--- src/rtl/gpio_mux_pkg.sv ---
package gpio_mux_pkg;
   typedef enum logic [1:0] {
      REG_LATCH = 2'd0,
      REG_DIR   = 2'd1,
      REG_PULL  = 2'd2,
      REG_SLEW  = 2'd3
   } gpio_reg_e;
endpackage

--- src/rtl/gpio_cfg_regs.sv ---
module gpio_cfg_regs
   import gpio_mux_pkg::*;
#(
   parameter int WIDTH = 8
) (
   input  logic             clk,
   input  logic             rst_n,
   input  logic             wr_en,
   input  logic [1:0]       addr,
   input  logic [WIDTH-1:0] wdata,
   output logic [WIDTH-1:0] latch_q,
   output logic [WIDTH-1:0] dir_q,
   output logic [WIDTH-1:0] pull_q,
   output logic [WIDTH-1:0] slew_q
);
   localparam int NREGS = 4;

   logic [WIDTH-1:0] regs_q [NREGS];

   for (genvar r = 0; r < NREGS; r++) begin : g_reg
      always_ff @(posedge clk or negedge rst_n) begin
         if (!rst_n)
            regs_q[r] <= '0;
         else if (wr_en && (addr == 2'(r)))
            regs_q[r] <= wdata;
      end
   end

   assign latch_q = regs_q[REG_LATCH];
   assign dir_q   = regs_q[REG_DIR];
   assign pull_q  = regs_q[REG_PULL];
   assign slew_q  = regs_q[REG_SLEW];

   // a write lands in the selected register on the next cycle
   a_r2_dir_write: assert property (@(posedge clk) disable iff (!rst_n)
      (wr_en && addr == REG_DIR) |=> (dir_q == $past(wdata)));
   a_r2_latch_write: assert property (@(posedge clk) disable iff (!rst_n)
      (wr_en && addr == REG_LATCH) |=> (latch_q == $past(wdata)));
   a_r2_no_stray_write: assert property (@(posedge clk) disable iff (!rst_n)
      (!wr_en) |=> ($stable(dir_q) && $stable(latch_q) && $stable(pull_q) && $stable(slew_q)));
endmodule

--- src/rtl/gpio_in_sync.sv ---
module gpio_in_sync #(
   parameter int WIDTH  = 8,
   parameter int STAGES = 2
) (
   input  logic             clk,
   input  logic             rst_n,
   input  logic [WIDTH-1:0] din,
   output logic [WIDTH-1:0] dout
);
   if (STAGES < 2) begin : g_bad_stages
      $error("gpio_in_sync: STAGES must be at least 2");
   end

   logic [WIDTH-1:0] stage_q [STAGES];

   always_ff @(posedge clk or negedge rst_n) begin
      if (!rst_n)
         stage_q[0] <= '0;
      else
         stage_q[0] <= din;
   end

   for (genvar s = 1; s < STAGES; s++) begin : g_stage
      always_ff @(posedge clk or negedge rst_n) begin
         if (!rst_n)
            stage_q[s] <= '0;
         else
            stage_q[s] <= stage_q[s-1];
      end
   end

   assign dout = stage_q[STAGES-1];
endmodule

--- src/rtl/gpio_pin_owner.sv ---
module gpio_pin_owner #(
   parameter int WIDTH = 8
) (
   input  logic [WIDTH-1:0] latch_q,
   input  logic [WIDTH-1:0] dir_q,
   input  logic [WIDTH-1:0] pull_q,
   input  logic [WIDTH-1:0] slew_q,
   input  logic [WIDTH-1:0] periph_en,
   input  logic [WIDTH-1:0] periph_oe,
   input  logic [WIDTH-1:0] periph_out,
   input  logic [WIDTH-1:0] analog_en,
   output logic [WIDTH-1:0] pad_out,
   output logic [WIDTH-1:0] pad_oe,
   output logic [WIDTH-1:0] pad_pull,
   output logic [WIDTH-1:0] pad_slew
);
   for (genvar i = 0; i < WIDTH; i++) begin : g_pin
      logic oe_d;
      logic out_d;

      // priority: analog, then peripheral, then GPIO
      always_comb begin
         if (analog_en[i]) begin
            oe_d  = 1'b0;
            out_d = 1'b0;
         end else if (periph_en[i]) begin
            oe_d  = periph_oe[i];
            out_d = periph_out[i];
         end else begin
            oe_d  = dir_q[i];
            out_d = dir_q[i] & latch_q[i];
         end
      end

      assign pad_oe[i]   = oe_d;
      assign pad_out[i]  = out_d;
      assign pad_pull[i] = pull_q[i] & ~oe_d & ~analog_en[i];
      assign pad_slew[i] = slew_q[i] & ~analog_en[i];
   end
endmodule

--- src/rtl/gpio_readback.sv ---
module gpio_readback
   import gpio_mux_pkg::*;
#(
   parameter int WIDTH = 8
) (
   input  logic             clk,
   input  logic             rst_n,
   input  logic             rd_en,
   input  logic [1:0]       addr,
   input  logic [WIDTH-1:0] latch_q,
   input  logic [WIDTH-1:0] dir_q,
   input  logic [WIDTH-1:0] pull_q,
   input  logic [WIDTH-1:0] slew_q,
   input  logic [WIDTH-1:0] pin_sync,
   input  logic [WIDTH-1:0] analog_en,
   output logic [WIDTH-1:0] rdata
);
   logic [WIDTH-1:0] data_view;
   logic [WIDTH-1:0] rd_mux;

   for (genvar i = 0; i < WIDTH; i++) begin : g_view
      assign data_view[i] = analog_en[i] ? 1'b0
                          : (dir_q[i] ? latch_q[i] : pin_sync[i]);
   end

   always_comb begin
      unique case (gpio_reg_e'(addr))
         REG_LATCH: rd_mux = data_view;
         REG_DIR:   rd_mux = dir_q;
         REG_PULL:  rd_mux = pull_q;
         REG_SLEW:  rd_mux = slew_q;
         default:   rd_mux = '0;
      endcase
   end

   always_ff @(posedge clk or negedge rst_n) begin
      if (!rst_n)
         rdata <= '0;
      else if (rd_en)
         rdata <= rd_mux;
   end

   // read data only moves on a read strobe
   a_r10_rdata_hold: assert property (@(posedge clk) disable iff (!rst_n)
      (!rd_en) |=> $stable(rdata));
   // analog pins read as zero from the data register
   a_r7_analog_reads_zero: assert property (@(posedge clk) disable iff (!rst_n)
      (rd_en && addr == REG_LATCH) |=> (($past(analog_en) & rdata) == '0));
   // output pins read back the latch
   a_r5_out_reads_latch: assert property (@(posedge clk) disable iff (!rst_n)
      (rd_en && addr == REG_LATCH) |=>
         ((($past(dir_q) & ~$past(analog_en)) & (rdata ^ $past(latch_q))) == '0));
endmodule

--- src/rtl/gpio_port_ctrl.sv ---
module gpio_port_ctrl
   import gpio_mux_pkg::*;
#(
   parameter int WIDTH       = 8,
   parameter int SYNC_STAGES = 2
) (
   input  logic             clk,
   input  logic             rst_n,
   input  logic             bus_wr,
   input  logic             bus_rd,
   input  logic [1:0]       bus_addr,
   input  logic [WIDTH-1:0] bus_wdata,
   output logic [WIDTH-1:0] bus_rdata,
   input  logic [WIDTH-1:0] periph_en,
   input  logic [WIDTH-1:0] periph_oe,
   input  logic [WIDTH-1:0] periph_out,
   input  logic [WIDTH-1:0] analog_en,
   input  logic [WIDTH-1:0] pad_in,
   output logic [WIDTH-1:0] pad_out,
   output logic [WIDTH-1:0] pad_oe,
   output logic [WIDTH-1:0] pad_pull,
   output logic [WIDTH-1:0] pad_slew
);
   if (WIDTH < 1 || WIDTH > 32) begin : g_bad_width
      $error("gpio_port_ctrl: WIDTH must be within 1..32");
   end

   logic [WIDTH-1:0] latch_q, dir_q, pull_q, slew_q, pin_sync;

   gpio_cfg_regs #(.WIDTH(WIDTH)) u_regs (
      .clk(clk), .rst_n(rst_n), .wr_en(bus_wr), .addr(bus_addr), .wdata(bus_wdata),
      .latch_q(latch_q), .dir_q(dir_q), .pull_q(pull_q), .slew_q(slew_q)
   );

   gpio_in_sync #(.WIDTH(WIDTH), .STAGES(SYNC_STAGES)) u_sync (
      .clk(clk), .rst_n(rst_n), .din(pad_in), .dout(pin_sync)
   );

   gpio_pin_owner #(.WIDTH(WIDTH)) u_owner (
      .latch_q(latch_q), .dir_q(dir_q), .pull_q(pull_q), .slew_q(slew_q),
      .periph_en(periph_en), .periph_oe(periph_oe), .periph_out(periph_out),
      .analog_en(analog_en),
      .pad_out(pad_out), .pad_oe(pad_oe), .pad_pull(pad_pull), .pad_slew(pad_slew)
   );

   gpio_readback #(.WIDTH(WIDTH)) u_rb (
      .clk(clk), .rst_n(rst_n), .rd_en(bus_rd), .addr(bus_addr),
      .latch_q(latch_q), .dir_q(dir_q), .pull_q(pull_q), .slew_q(slew_q),
      .pin_sync(pin_sync), .analog_en(analog_en), .rdata(bus_rdata)
   );

   // analog pins never drive, pull or slew
   a_r7_analog_quiet: assert property (@(posedge clk) disable iff (!rst_n)
      ((analog_en & (pad_oe | pad_out | pad_pull | pad_slew)) == '0));
   // pull-up never coexists with an active driver
   a_r8_pull_input_only: assert property (@(posedge clk) disable iff (!rst_n)
      ((pad_pull & pad_oe) == '0));
   // peripheral pins follow the peripheral
   a_r6_periph_pass: assert property (@(posedge clk) disable iff (!rst_n)
      (((periph_en & ~analog_en) & ((pad_oe ^ periph_oe) | (pad_out ^ periph_out))) == '0));
   // GPIO output pins drive the latch
   a_r5_gpio_drive: assert property (@(posedge clk) disable iff (!rst_n)
      (((~periph_en & ~analog_en & dir_q) & (~pad_oe | (pad_out ^ latch_q))) == '0));
   // a data write to GPIO input pins leaves them undriven
   a_r4_input_write_quiet: assert property (@(posedge clk) disable iff (!rst_n)
      (bus_wr && bus_addr == REG_LATCH) |=>
         ((($past(~dir_q & ~periph_en & ~analog_en) & ~dir_q & ~periph_en & ~analog_en)
           & (pad_oe | pad_out)) == '0));
endmodule

--- config.mk ---
export PLATFORM = sky130hd
export DESIGN_NAME = gpio_port_ctrl
export DESIGN_NICKNAME = d
export VERILOG_FILES = /design/src/rtl/gpio_mux_pkg.sv /design/src/rtl/gpio_cfg_regs.sv /design/src/rtl/gpio_in_sync.sv /design/src/rtl/gpio_pin_owner.sv /design/src/rtl/gpio_readback.sv /design/src/rtl/gpio_port_ctrl.sv
export SDC_FILE = /design/constraint.sdc
export NUM_CORES = 1
export LEC_CHECK = 0
export BUFFER_PORTS_ARGS = -buffer_cell sky130_fd_sc_hd__buf_4
export CORE_UTILIZATION = 45
export DETAILED_ROUTE_END_ITERATION = 8
export HOLD_SLACK_MARGIN = 0.05
export PLACE_DENSITY = 0.73
export SYNTH_ARGS = -nofsm -noshare
export SYNTH_HDL_FRONTEND = slang
export SYNTH_SLANG_ARGS = --single-unit
--- constraint.sdc ---
create_clock -name clk -period 2.8 [get_ports clk]
set_input_delay 0.14 -clock clk [delete_from_list [all_inputs] [get_ports clk]]
set_output_delay 0.14 -clock clk [all_outputs]
set_load 0.05 [all_outputs]
==> impl_results.html, run 1 <==
<table>
<tr><th>Metric</th><th>Value</th></tr>
<tr><th colspan="2">Status</th></tr>
<tr><td>Outcome</td><td>finished, final reports clean</td></tr>
<tr><th colspan="2">Placed design</th></tr>
<tr><td>Detailed-placement wirelength estimate</td><td>4.14 mm</td></tr>
<tr><td>Weighted congestion at the end of routability-driven global placement</td><td>0.716</td></tr>
<tr><td>Port Buffer Count</td><td>93</td></tr>
<tr><td>Cell area reported after detailed placement</td><td>0.00331 sq mm</td></tr>
<tr><td>Worst-case setup slack after placement</td><td>1.28 ns</td></tr>
<tr><th colspan="2">Worst setup path</th></tr>
<tr><td>Category of the most critical setup path</td><td>register to primary output</td></tr>
<tr><td>Sort of element at the end of the critical path</td><td>primary output</td></tr>
<tr><td>Required time at the endpoint of the critical path</td><td>2.66 ns</td></tr>
<tr><td>Crit path max fanout</td><td>5</td></tr>
<tr><td>Arrival time reported for the critical path endpoint</td><td>1.44 ns</td></tr>
<tr><td>Kind of start point of the critical path</td><td>register</td></tr>
<tr><th colspan="2">Power and ir drop</th></tr>
<tr><td>Proportion of total power due to net switching</td><td>0.340</td></tr>
<tr><td>Share of total power in sequential cells</td><td>0.474</td></tr>
<tr><td>Clock network power share</td><td>0.203</td></tr>
<tr><td>Total power per unit cell area</td><td>621 mW/mm^2</td></tr>
<tr><td>Switching power</td><td>0.738 mW</td></tr>
<tr><td>Worst-case vdd ir drop</td><td>0.276 mV</td></tr>
<tr><td>Internal power consumption</td><td>1.43 mW</td></tr>
<tr><td>Static leakage</td><td>1.62 nW</td></tr>
<tr><td>Logic pwr share</td><td>0.323</td></tr>
<tr><th colspan="2">Timing</th></tr>
<tr><td>Headroom to the max-slew limit</td><td>0.532</td></tr>
<tr><td>Fmax</td><td>631 MHz</td></tr>
<tr><td>Unrepaired setup endpoints after global routing</td><td>false</td></tr>
<tr><td>Post-route minimum period</td><td>1.58 ns</td></tr>
<tr><td>Ratio of final minimum period to clock period</td><td>0.566</td></tr>
<tr><td>Setup_tns</td><td>0 ns</td></tr>
<tr><td>Final count of hold timing violations</td><td>0</td></tr>
<tr><td>Setup violators final</td><td>0</td></tr>
<tr><td>Pins Over Slew Limit</td><td>0</td></tr>
<tr><td>Setup slack of the critical path after layout</td><td>1.22 ns</td></tr>
<tr><td>Transition time of the tightest slew-check pin</td><td>0.702 ns</td></tr>
<tr><td>Final worst clock skew</td><td>0.00455 ns</td></tr>
<tr><th colspan="2">Route</th></tr>
<tr><td>Ratio of routed vias to standard cells</td><td>5.26</td></tr>
<tr><td>Drt initial violations</td><td>91</td></tr>
<tr><td>Total via count in the routed design</td><td>2009</td></tr>
<tr><td>Antenna-violating nets left</td><td>0</td></tr>
<tr><td>Detailed Routing Iterations Pass 1</td><td>4</td></tr>
<tr><td>Wire per inst</td><td>15.3 microns</td></tr>
<tr><td>Routed wire length</td><td>5.85 mm</td></tr>
<tr><td>DRC viols</td><td>0</td></tr>
<tr><th colspan="2">Floorplan</th></tr>
<tr><td>Placeable core region</td><td>0.00561 sq mm</td></tr>
<tr><td>Total number of placement rows</td><td>27</td></tr>
<tr><td>Width of the chip</td><td>79.1 microns</td></tr>
<tr><td>Die H</td><td>79.1 microns</td></tr>
<tr><td>Die area</td><td>0.00625 sq mm</td></tr>
<tr><td>Top-Level Pins</td><td>94</td></tr>
<tr><td>Initial Util</td><td>0.477</td></tr>
<tr><th colspan="2">Clock network</th></tr>
<tr><td>Clk sink count</td><td>56</td></tr>
<tr><td>Master cell of the clock root buffer</td><td>sky130_fd_sc_hd__clkbuf_8</td></tr>
<tr><td>CTS HTree Levels</td><td>2</td></tr>
<tr><td>Clock transition at the registers of the reported paths</td><td>0.09 ns</td></tr>
<tr><td>Latest clock arrival within the worst-skew pair</td><td>0.30 ns</td></tr>
<tr><td>Total clock buffers created by CTS</td><td>5</td></tr>
<tr><td>Buffer depth of the longest clock path</td><td>2</td></tr>
<tr><td>Post-cts gate resize count</td><td>0</td></tr>
<tr><td>Clock tree from TritonCTS</td><td>yes</td></tr>
<tr><th colspan="2">Hold path</th></tr>
<tr><td>Hold WC Path Type</td><td>primary input to register</td></tr>
<tr><th colspan="2">Finish</th></tr>
<tr><td>Sequential Area</td><td>0.00140 sq mm</td></tr>
<tr><td>Count of nets after finishing</td><td>363</td></tr>
<tr><td>Multi-input gate area</td><td>0.00111 sq mm</td></tr>
<tr><td>Post-route standard cell area excluding fillers</td><td>0.00349 sq mm</td></tr>
<tr><td>Fillcell total</td><td>489</td></tr>
<tr><td>Area growth, synth to finish</td><td>30.8%</td></tr>
<tr><td>Layout cells sized above 1</td><td>0.458</td></tr>
<tr><td>Count of antenna diodes in the layout</td><td>0</td></tr>
<tr><th colspan="2">Global route</th></tr>
<tr><td>Vias in the first global route</td><td>1908</td></tr>
<tr><td>Maximum number of pins on one net before global-route repair</td><td>57</td></tr>
<tr><td>Number of antenna violations at the first check in global routing</td><td>0</td></tr>
<tr><td>Remaining Overflow, GRT</td><td>0</td></tr>
<tr><td>Wire length of the first global-routing pass</td><td>9.02 mm</td></tr>
<tr><td>Total routing usage reported by global routing</td><td>0.189</td></tr>
<tr><th colspan="2">Synthesis</th></tr>
<tr><td>Synth Flop Type</td><td>sky130_fd_sc_hd__dfrtp_1</td></tr>
<tr><td>Cell type with the largest total area after synthesis</td><td>sky130_fd_sc_hd__dfrtp_1</td></tr>
<tr><td>Synthesized area</td><td>0.00267 sq mm</td></tr>
<tr><td>Ys Warns</td><td>0</td></tr>
<tr><td>Number of flops mapped to enable cells by yosys</td><td>0</td></tr>
<tr><td>Net count after synthesis</td><td>275</td></tr>
<tr><td>Ranking of synthesized cells by area</td><td>sky130_fd_sc_hd__dfrtp_1 52%, sky130_fd_sc_hd__mux2_2 17%, sky130_fd_sc_hd__mux2i_1 6.0%</td></tr>
<tr><td>Number of synthesized register bits</td><td>56</td></tr>
<tr><td>Most numerous cell types in the synthesized netlist</td><td>56 x sky130_fd_sc_hd__dfrtp_1, 40 x sky130_fd_sc_hd__mux2_2, 16 x sky130_fd_sc_hd__buf_4, 16 x sky130_fd_sc_hd__mux2i_1, 16 x sky130_fd_sc_hd__nor2_1</td></tr>
<tr><td>Leading cell type by number of instances after synthesis</td><td>sky130_fd_sc_hd__dfrtp_1</td></tr>
<tr><td>Distinct cell type count after synthesis</td><td>22</td></tr>
<tr><td>Fraction of the yosys area taken by sequential cells</td><td>0.524</td></tr>
<tr><td>Top cell type's share of synthesized area</td><td>0.524</td></tr>
<tr><td>Synthesized area divided by synthesized cell count</td><td>12.1 sq um</td></tr>
<tr><td>Synth Instances</td><td>221</td></tr>
<tr><td>Async set-reset flop share out of synthesis</td><td>1.00</td></tr>
<tr><th colspan="2">Job</th></tr>
<tr><td>Max-cap viol count</td><td>0</td></tr>
</table>
## power groups by stage
| stage | clock (mW) | sequential [mW] | combinational (mW) |
|---|---|---|---|
| floorplan | 0 | 1.08 | 0.434 |
| global placement | 0 | 1.04 | 0.682 |
| detailed placement | 0 | 1.04 | 0.694 |
| CTS | 0.455 | 1.03 | 0.706 |
| global route | 0.489 | 1.04 | 0.744 |
| finish | 0.440 | 1.03 | 0.700 |
## cell usage in the layout (no fill, tap or decap)
master	netlist	routed
sky130_fd_sc_hd__a21oi_1	8	8
sky130_fd_sc_hd__a22oi_1	8	8
sky130_fd_sc_hd__a31oi_1	8	8
sky130_fd_sc_hd__buf_4	16	94
sky130_fd_sc_hd__clkbuf_1	1	2
sky130_fd_sc_hd__clkbuf_8	0	6
sky130_fd_sc_hd__dfrtp_1	56	56
sky130_fd_sc_hd__dlygate4sd3_1	0	9
sky130_fd_sc_hd__inv_1	1	1
sky130_fd_sc_hd__mux2_2	40	40
sky130_fd_sc_hd__mux2i_1	16	16
sky130_fd_sc_hd__nand2_1	8	8
sky130_fd_sc_hd__nand2_2	1	1
sky130_fd_sc_hd__nand3_1	1	1
sky130_fd_sc_hd__nand3b_1	9	9
sky130_fd_sc_hd__nor2_1	16	16
sky130_fd_sc_hd__nor2_4	1	1
sky130_fd_sc_hd__nor2b_1	9	9
sky130_fd_sc_hd__nor3b_1	8	8
sky130_fd_sc_hd__or2_1	1	1
sky130_fd_sc_hd__or3_1	8	8
## sequential cells by signal, summed over array words and instances, names as in the netlist
name / count
u_regs.latch_q: 8
u_rb.rdata: 8
u_sync.stage_q: 8
u_regs.slew_q: 8
u_sync.dout: 8
u_regs.pull_q: 8
u_regs.dir_q: 8
## cell families (layout without fill, tap and decap cells)
family          Yosys count  in the layout  share of synthesized area
compound gates           24             24                     0.0562
buf+inv                  23            112                     0.0590
flops                    56             56                      0.524
mux                      56             56                      0.228
simple gates             62             62                      0.132
## repair_timing
item                      in CTS  in global routing
hold buffers                   9                  0
buffers inserted               0                  0
hold endpoints to repair      64                  0
## path summary, 6_finish.rpt
kind	from	endpoint	slack [ns]	cells past startpoint
min	bus_wdata[6]	u_regs.pull_q[6]$_DFFE_PN0P_	0.09	2
min in group asynchronous	rst_n	u_sync.stage_q[8]$_DFF_PN0_	0.40	2
min reg2reg	u_sync.stage_q[13]$_DFF_PN0_	u_sync.dout[5]$_DFF_PN0_	0.35	0
max reg2reg	u_regs.dir_q[5]$_DFFE_PN0P_	u_rb.rdata[5]$_DFFE_PN0P_	1.64	3
max in group asynchronous	rst_n	u_regs.slew_q[4]$_DFFE_PN0P_	1.91	2
max	u_regs.dir_q[5]$_DFFE_PN0P_	pad_pull[5]	1.22	4
## layout make-up
cell class | instances | area share
Inverter | 1 | 0.00107
Multi-Input combinational cell | 142 | 0.319
Timing Repair Buffer | 103 | 0.228
Sequential cell | 56 | 0.401
Clock buffer | 8 | 0.0258
Tap cell | 72 | 0.0258
## worst max-delay path: stages (launching register included)
cell and delay [ns]:
sky130_fd_sc_hd__dfrtp_1 0.44, sky130_fd_sc_hd__mux2i_1 0.15, sky130_fd_sc_hd__nor2_1 0.08, sky130_fd_sc_hd__nor3b_1 0.23, sky130_fd_sc_hd__buf_4 0.24
## metal layers
metal,track usage,wire [microns],vias up
li1,-,-,947
met1,0.238,2570,990
met2,0.322,2880,62
met3,0.0414,313,10
met5,0,0,-
met4,0.0618,89,0
## stage by stage
stage / power, mW / util / hold WS (ns) / std cells
detailed placement: 1.74 / 0.591 / 0.228 / 365
finish: 2.17 / 0.623 / 0.0905 / 382
floorplan: 1.51 / - / -0.156 / 221
global route: 2.28 / 0.623 / 0.0785 / 382
CTS: 2.19 / 0.623 / 0.0792 / 382
global placement: 1.72 / 0.591 / 0.232 / 365
Power figures use the tool's default switching activity.
==> inputs of run 2 (changes only) <==
--- a/config.mk
+++ b/config.mk
@@ -5,11 +5,12 @@
 export SDC_FILE = /design/constraint.sdc
 export NUM_CORES = 1
 export LEC_CHECK = 0
+export ABC_AREA = 1
 export BUFFER_PORTS_ARGS = -buffer_cell sky130_fd_sc_hd__buf_4
 export CORE_UTILIZATION = 45
 export DETAILED_ROUTE_END_ITERATION = 8
 export HOLD_SLACK_MARGIN = 0.05
-export PLACE_DENSITY = 0.73
+export PLACE_DENSITY = 0.75
 export SYNTH_ARGS = -nofsm -noshare
 export SYNTH_HDL_FRONTEND = slang
 export SYNTH_SLANG_ARGS = --single-unit
==> constraint.sdc (replaced) <==
create_clock -name clk -period 1.4 [get_ports clk]
set_input_delay 0.07 -clock clk [delete_from_list [all_inputs] [get_ports clk]]
set_output_delay 0.07 -clock clk [all_outputs]
set_load 0.05 [all_outputs]
==> run 2 against run 1 <==
  * Routed wire length is 21% higher
  * Total power is 100% higher
  * Register-to-register slack worse by 1.2 ns
  * Worst setup slack worse by 1.1 ns
  * Die area is 12% higher
  * Sequential share of layout area is 4.0 points lower
  * Final area is 11% higher
  * Count of clock-buffer cells in the layout stayed put
  * Critical path depth is 2 higher
  * Clock skew is 0.0019 ns higher
  * Sequential power is 93% higher
==> impl_results.html, run 2 <==
<table>
<tr><th>Metric</th><th>Value</th></tr>
<tr><th colspan="2">Placed design</th></tr>
<tr><td>Weighted congestion at the end of routability-driven global placement</td><td>0.799 (was 0.716)</td></tr>
<tr><td>Port Buffer Count</td><td>93 (unchanged)</td></tr>
<tr><td>Detailed-placement wirelength estimate</td><td>5.26 mm (was 4.14 mm)</td></tr>
<tr><td>DP Cell Count</td><td>535 (was 365)</td></tr>
<tr><th colspan="2">Global route</th></tr>
<tr><td>Maximum number of pins on one net before global-route repair</td><td>27 (was 57)</td></tr>
<tr><td>Remaining Overflow, GRT</td><td>0 (unchanged)</td></tr>
<tr><td>Number of antenna violations at the first check in global routing</td><td>0 (unchanged)</td></tr>
<tr><td>Vias in the first global route</td><td>2536 (was 1908)</td></tr>
<tr><td>Wire length of the first global-routing pass</td><td>11.7 mm (was 9.02 mm)</td></tr>
<tr><td>Total routing usage reported by global routing</td><td>0.210 (was 0.189)</td></tr>
<tr><th colspan="2">Worst setup path</th></tr>
<tr><td>Kind of start point of the critical path</td><td>register (unchanged)</td></tr>
<tr><td>Required time at the endpoint of the critical path</td><td>1.33 ns (was 2.66 ns)</td></tr>
<tr><td>Crit path largest cell delay</td><td>0.40 ns (was 0.44 ns)</td></tr>
<tr><td>Worst reg-to-reg path cell count</td><td>7 (was 3)</td></tr>
<tr><td>Slowest cell on the critical path</td><td>sky130_fd_sc_hd__dfrtp_1 (unchanged)</td></tr>
<tr><td>Terminus of the critical flop-to-flop path</td><td>u_rb.rdata[3]$_DFFE_PN0P_ (was u_rb.rdata[5]$_DFFE_PN0P_)</td></tr>
<tr><td>Crit path max fanout</td><td>3 (was 5)</td></tr>
<tr><td>Ordered list of cells on the worst path</td><td>inv_1, nand2_1, nand2_1, nand3_1, inv_1, buf_6 (was mux2i_1, nor2_1, nor3b_1, buf_4)</td></tr>
<tr><td>Sort of element at the end of the critical path</td><td>primary output (unchanged)</td></tr>
<tr><td>Category of the most critical setup path</td><td>register to primary output (unchanged)</td></tr>
<tr><td>Origin of the critical flop-to-flop path</td><td>u_regs.dir_q[3]$_DFFE_PN0P_ (was u_regs.dir_q[5]$_DFFE_PN0P_)</td></tr>
<tr><td>Reg2reg setup slack</td><td>0.40 ns (was 1.64 ns)</td></tr>
<tr><td>Arrival time reported for the critical path endpoint</td><td>1.26 ns (was 1.44 ns)</td></tr>
<tr><th colspan="2">Synthesis</th></tr>
<tr><td>Synthesized area</td><td>0.00300 sq mm (was 0.00267 sq mm)</td></tr>
<tr><td>Fraction of the yosys area taken by sequential cells</td><td>0.467 (was 0.524)</td></tr>
<tr><td>Number of synthesized register bits</td><td>56 (unchanged)</td></tr>
<tr><td>Number of flops mapped to enable cells by yosys</td><td>0 (unchanged)</td></tr>
<tr><td>Leading cell type by number of instances after synthesis</td><td>sky130_fd_sc_hd__nand2_1 (was sky130_fd_sc_hd__dfrtp_1)</td></tr>
<tr><td>Ys Warns</td><td>0 (unchanged)</td></tr>
<tr><td>Synthesized area divided by synthesized cell count</td><td>7.77 sq um (was 12.1 sq um)</td></tr>
<tr><td>Synth Flop Type</td><td>sky130_fd_sc_hd__dfrtp_1 (unchanged)</td></tr>
<tr><td>Synth Instances</td><td>386 (was 221)</td></tr>
<tr><td>Ranking of synthesized cells by area</td><td>sky130_fd_sc_hd__dfrtp_1 47%, sky130_fd_sc_hd__nand2_1 15%, sky130_fd_sc_hd__inv_1 7.1% (was sky130_fd_sc_hd__dfrtp_1 52%, sky130_fd_sc_hd__mux2_2 17%, sky130_fd_sc_hd__mux2i_1 6.0%)</td></tr>
<tr><td>Most numerous cell types in the synthesized netlist</td><td>117 x sky130_fd_sc_hd__nand2_1, 57 x sky130_fd_sc_hd__inv_1, 56 x sky130_fd_sc_hd__dfrtp_1, 48 x sky130_fd_sc_hd__nor2_1, 24 x sky130_fd_sc_hd__nand3_1 (was 56 x sky130_fd_sc_hd__dfrtp_1, 40 x sky130_fd_sc_hd__mux2_2, 16 x sky130_fd_sc_hd__buf_4, 16 x sky130_fd_sc_hd__mux2i_1, 16 x sky130_fd_sc_hd__nor2_1)</td></tr>
<tr><td>Async set-reset flop share out of synthesis</td><td>1.00 (unchanged)</td></tr>
<tr><td>Distinct cell type count after synthesis</td><td>17 (was 22)</td></tr>
<tr><td>Top cell type's share of synthesized area</td><td>0.467 (was 0.524)</td></tr>
<tr><td>Net count after synthesis</td><td>440 (was 275)</td></tr>
<tr><td>Cell type with the largest total area after synthesis</td><td>sky130_fd_sc_hd__dfrtp_1 (unchanged)</td></tr>
<tr><th colspan="2">Power and ir drop</th></tr>
<tr><td>Switching power</td><td>1.58 mW (was 0.738 mW)</td></tr>
<tr><td>Logic pwr share</td><td>0.334 (was 0.323)</td></tr>
<tr><td>Share of total power in sequential cells</td><td>0.459 (was 0.474)</td></tr>
<tr><td>Clock network power share</td><td>0.207 (was 0.203)</td></tr>
<tr><td>Total power per unit cell area</td><td>1110 mW/mm^2 (was 621 mW/mm^2)</td></tr>
<tr><td>Proportion of total power due to net switching</td><td>0.365 (was 0.340)</td></tr>
<tr><td>Worst-case vdd ir drop</td><td>0.653 mV (was 0.276 mV)</td></tr>
<tr><td>Internal power consumption</td><td>2.75 mW (was 1.43 mW)</td></tr>
<tr><td>Static leakage</td><td>2.21 nW (was 1.62 nW)</td></tr>
<tr><th colspan="2">Floorplan</th></tr>
<tr><td>Die H</td><td>83.6 microns (was 79.1 microns)</td></tr>
<tr><td>Top-Level Pins</td><td>94 (unchanged)</td></tr>
<tr><td>Total number of placement rows</td><td>29 (was 27)</td></tr>
<tr><td>Die area</td><td>0.00699 sq mm (was 0.00625 sq mm)</td></tr>
<tr><td>Width of the chip</td><td>83.6 microns (was 79.1 microns)</td></tr>
<tr><td>Initial Util</td><td>0.469 (was 0.477)</td></tr>
<tr><td>Placeable core region</td><td>0.00639 sq mm (was 0.00561 sq mm)</td></tr>
<tr><th colspan="2">Route</th></tr>
<tr><td>Total via count in the routed design</td><td>2667 (was 2009)</td></tr>
<tr><td>Detailed Routing Iterations Pass 1</td><td>4 (unchanged)</td></tr>
<tr><td>DRC viols</td><td>0 (unchanged)</td></tr>
<tr><td>Wire per inst</td><td>12.7 microns (was 15.3 microns)</td></tr>
<tr><td>Ratio of routed vias to standard cells</td><td>4.79 (was 5.26)</td></tr>
<tr><td>Antenna-violating nets left</td><td>0 (unchanged)</td></tr>
<tr><td>Routed wire length</td><td>7.06 mm (was 5.85 mm)</td></tr>
<tr><td>Drt initial violations</td><td>146 (was 91)</td></tr>
<tr><th colspan="2">Job</th></tr>
<tr><td>Max-cap viol count</td><td>0 (unchanged)</td></tr>
<tr><th colspan="2">Timing</th></tr>
<tr><td>Post-route minimum period</td><td>1.33 ns</td></tr>
<tr><td>Pins Over Slew Limit</td><td>0 (unchanged)</td></tr>
<tr><td>Final worst clock skew</td><td>0.00647 ns (was 0.00455 ns)</td></tr>
<tr><td>Transition time of the tightest slew-check pin</td><td>0.361 ns (was 0.702 ns)</td></tr>
<tr><td>Setup violators final</td><td>0 (unchanged)</td></tr>
<tr><td>Fmax</td><td>752 MHz</td></tr>
<tr><td>Final count of hold timing violations</td><td>0 (unchanged)</td></tr>
<tr><td>Headroom to the max-slew limit</td><td>0.759 (was 0.532)</td></tr>
<tr><td>Ratio of final minimum period to clock period</td><td>0.949</td></tr>
<tr><th colspan="2">Hold path</th></tr>
<tr><td>Hold Path Sink</td><td>u_regs.slew_q[6]$_DFFE_PN0P_ (was u_regs.pull_q[6]$_DFFE_PN0P_)</td></tr>
<tr><td>Depth of the worst hold-timing path</td><td>3 (was 2)</td></tr>
<tr><td>Worst hold start</td><td>bus_wdata[6] (unchanged)</td></tr>
<tr><td>Hold WC Path Type</td><td>primary input to register (unchanged)</td></tr>
<tr><th colspan="2">Clock network</th></tr>
<tr><td>Total clock buffers created by CTS</td><td>5 (unchanged)</td></tr>
<tr><td>Clk sink count</td><td>56 (unchanged)</td></tr>
<tr><td>Clock transition at the registers of the reported paths</td><td>0.09 ns (about the same)</td></tr>
<tr><td>Clock tree from TritonCTS</td><td>yes (unchanged)</td></tr>
<tr><td>Latest clock arrival within the worst-skew pair</td><td>0.31 ns (was 0.30 ns)</td></tr>
<tr><td>Master cell of the clock root buffer</td><td>sky130_fd_sc_hd__clkbuf_8 (unchanged)</td></tr>
<tr><td>CTS HTree Levels</td><td>2 (unchanged)</td></tr>
<tr><td>Buffer depth of the longest clock path</td><td>2 (unchanged)</td></tr>
<tr><th colspan="2">Status</th></tr>
<tr><td>Outcome</td><td>finished, final reports clean (unchanged)</td></tr>
<tr><th colspan="2">Finish</th></tr>
<tr><td>Post-route insts no fill</td><td>557 (was 382)</td></tr>
<tr><td>Fillcell total</td><td>600 (was 489)</td></tr>
<tr><td>Count of nets after finishing</td><td>533 (was 363)</td></tr>
<tr><td>Area growth, synth to finish</td><td>29.6% (was 30.8%)</td></tr>
<tr><td>Layout cells sized above 1</td><td>0.302 (was 0.458)</td></tr>
<tr><td>Most frequent cells in the layout</td><td>116 x sky130_fd_sc_hd__nand2_1, 92 x sky130_fd_sc_hd__buf_4, 56 x sky130_fd_sc_hd__dfrtp_1, 52 x sky130_fd_sc_hd__inv_1, 48 x sky130_fd_sc_hd__nor2_1 (was 94 x sky130_fd_sc_hd__buf_4, 56 x sky130_fd_sc_hd__dfrtp_1, 40 x sky130_fd_sc_hd__mux2_2, 16 x sky130_fd_sc_hd__mux2i_1, 16 x sky130_fd_sc_hd__nor2_1)</td></tr>
<tr><td>Fraction of the core area covered by cells at the end of the flow</td><td>0.608 (was 0.623)</td></tr>
<tr><td>Most frequent standard cell in the layout excluding fill and tap cells</td><td>sky130_fd_sc_hd__nand2_1 (was sky130_fd_sc_hd__buf_4)</td></tr>
<tr><td>Count of antenna diodes in the layout</td><td>0 (unchanged)</td></tr>
</table>
run 2: how the worst max path moves through the flow:
stage                                            start                             to  slack (ns)  cells past startpoint
after floorplan           u_regs.slew_q[5]$_DFFE_PN0P_                    pad_slew[5]        0.29                      2
after global routing       u_regs.dir_q[1]$_DFFE_PN0P_                    pad_pull[1]      -0.002                      6
final                      u_regs.dir_q[0]$_DFFE_PN0P_                    pad_pull[0]        0.07                      6
after detailed placement                   bus_addr[0]  u_regs.latch_q[2]$_DFFE_PN0P_        0.34                      5
after global placement                     bus_addr[0]  u_regs.latch_q[1]$_DFFE_PN0P_        0.38                      5
after CTS                  u_regs.dir_q[2]$_DFFE_PN0P_                    pad_pull[2]        0.04                      6
run 2: layout make-up:
cell class / instances / area, sq um / area share
Clock buffer: 8 / 90.1 / 0.0232
Inverter: 59 / 224 / 0.0576
Multi-Input combinational cell: 246 / 1170 / 0.302
Sequential cell: 56 / 1400 / 0.361
Tap cell: 77 / 96.3 / 0.0248
Timing Repair Buffer: 111 / 901 / 0.232
run 2: kinds of logic (layout without fill, tap and decap cells):
family                 count (synthesis)  in the layout  share of synthesized area
AND/OR/NAND/NOR                      198            198                      0.284
buffers and inverters                 84            178                      0.142
flip-flops                            56             56                      0.467
AO/OA/AOI/OAI                         48             48                      0.106
run 2: per-layer routing:
layer | GRT usage | share of wire | up-vias
met5 | 0 | 0 | -
met4 | 0.0616 | 0.010 | 0
met3 | 0.0465 | 0.052 | 9
met2 | 0.355 | 0.50 | 73
met1 | 0.271 | 0.44 | 1234
li1 | - | - | 1351
run 2: power groups by stage:
stage	logic [mW]	clock network (mW)	registers (mW)
after detailed placement	1.38	0	2.01
after global placement	1.36	0	2.01
after CTS	1.41	0.906	1.98
after floorplan	0.855	0	2.09
after global routing	1.57	0.965	2.01
final	1.45	0.896	1.99
run 2: through the flow:
stage                     hold WS [ns]  TNS [ns]  total power, mW  instance area (sq um)  setup WS, ns
after CTS                       0.0717         0             4.30                   3820        0.0402
final                           0.0687         0             4.33                   3880        0.0709
after global placement         0.00429         0             3.37                   3630         0.383
after floorplan                 -0.226         0             2.95                   3000         0.289
after global routing            0.0824  -0.00189             4.55                   3880      -0.00189
after detailed placement       0.00704         0             3.40                   3630         0.338
run 2: critical path: cells and delay by family (launching register included):
| kind | cells | cell delay, ns |
|---|---|---|
| flops | 1 | 0.40 |
| buf+inv | 3 | 0.33 |
| simple gates | 3 | 0.21 |
run 2: what timing repair did:
action / 4_1_cts / 5_1_grt
setup endpoints to repair: 0 / 8
buffers inserted: 0 / 4
resized for setup: 0 / 14
hold buffers: 10 / 0
hold endpoints to repair: 65 / 0
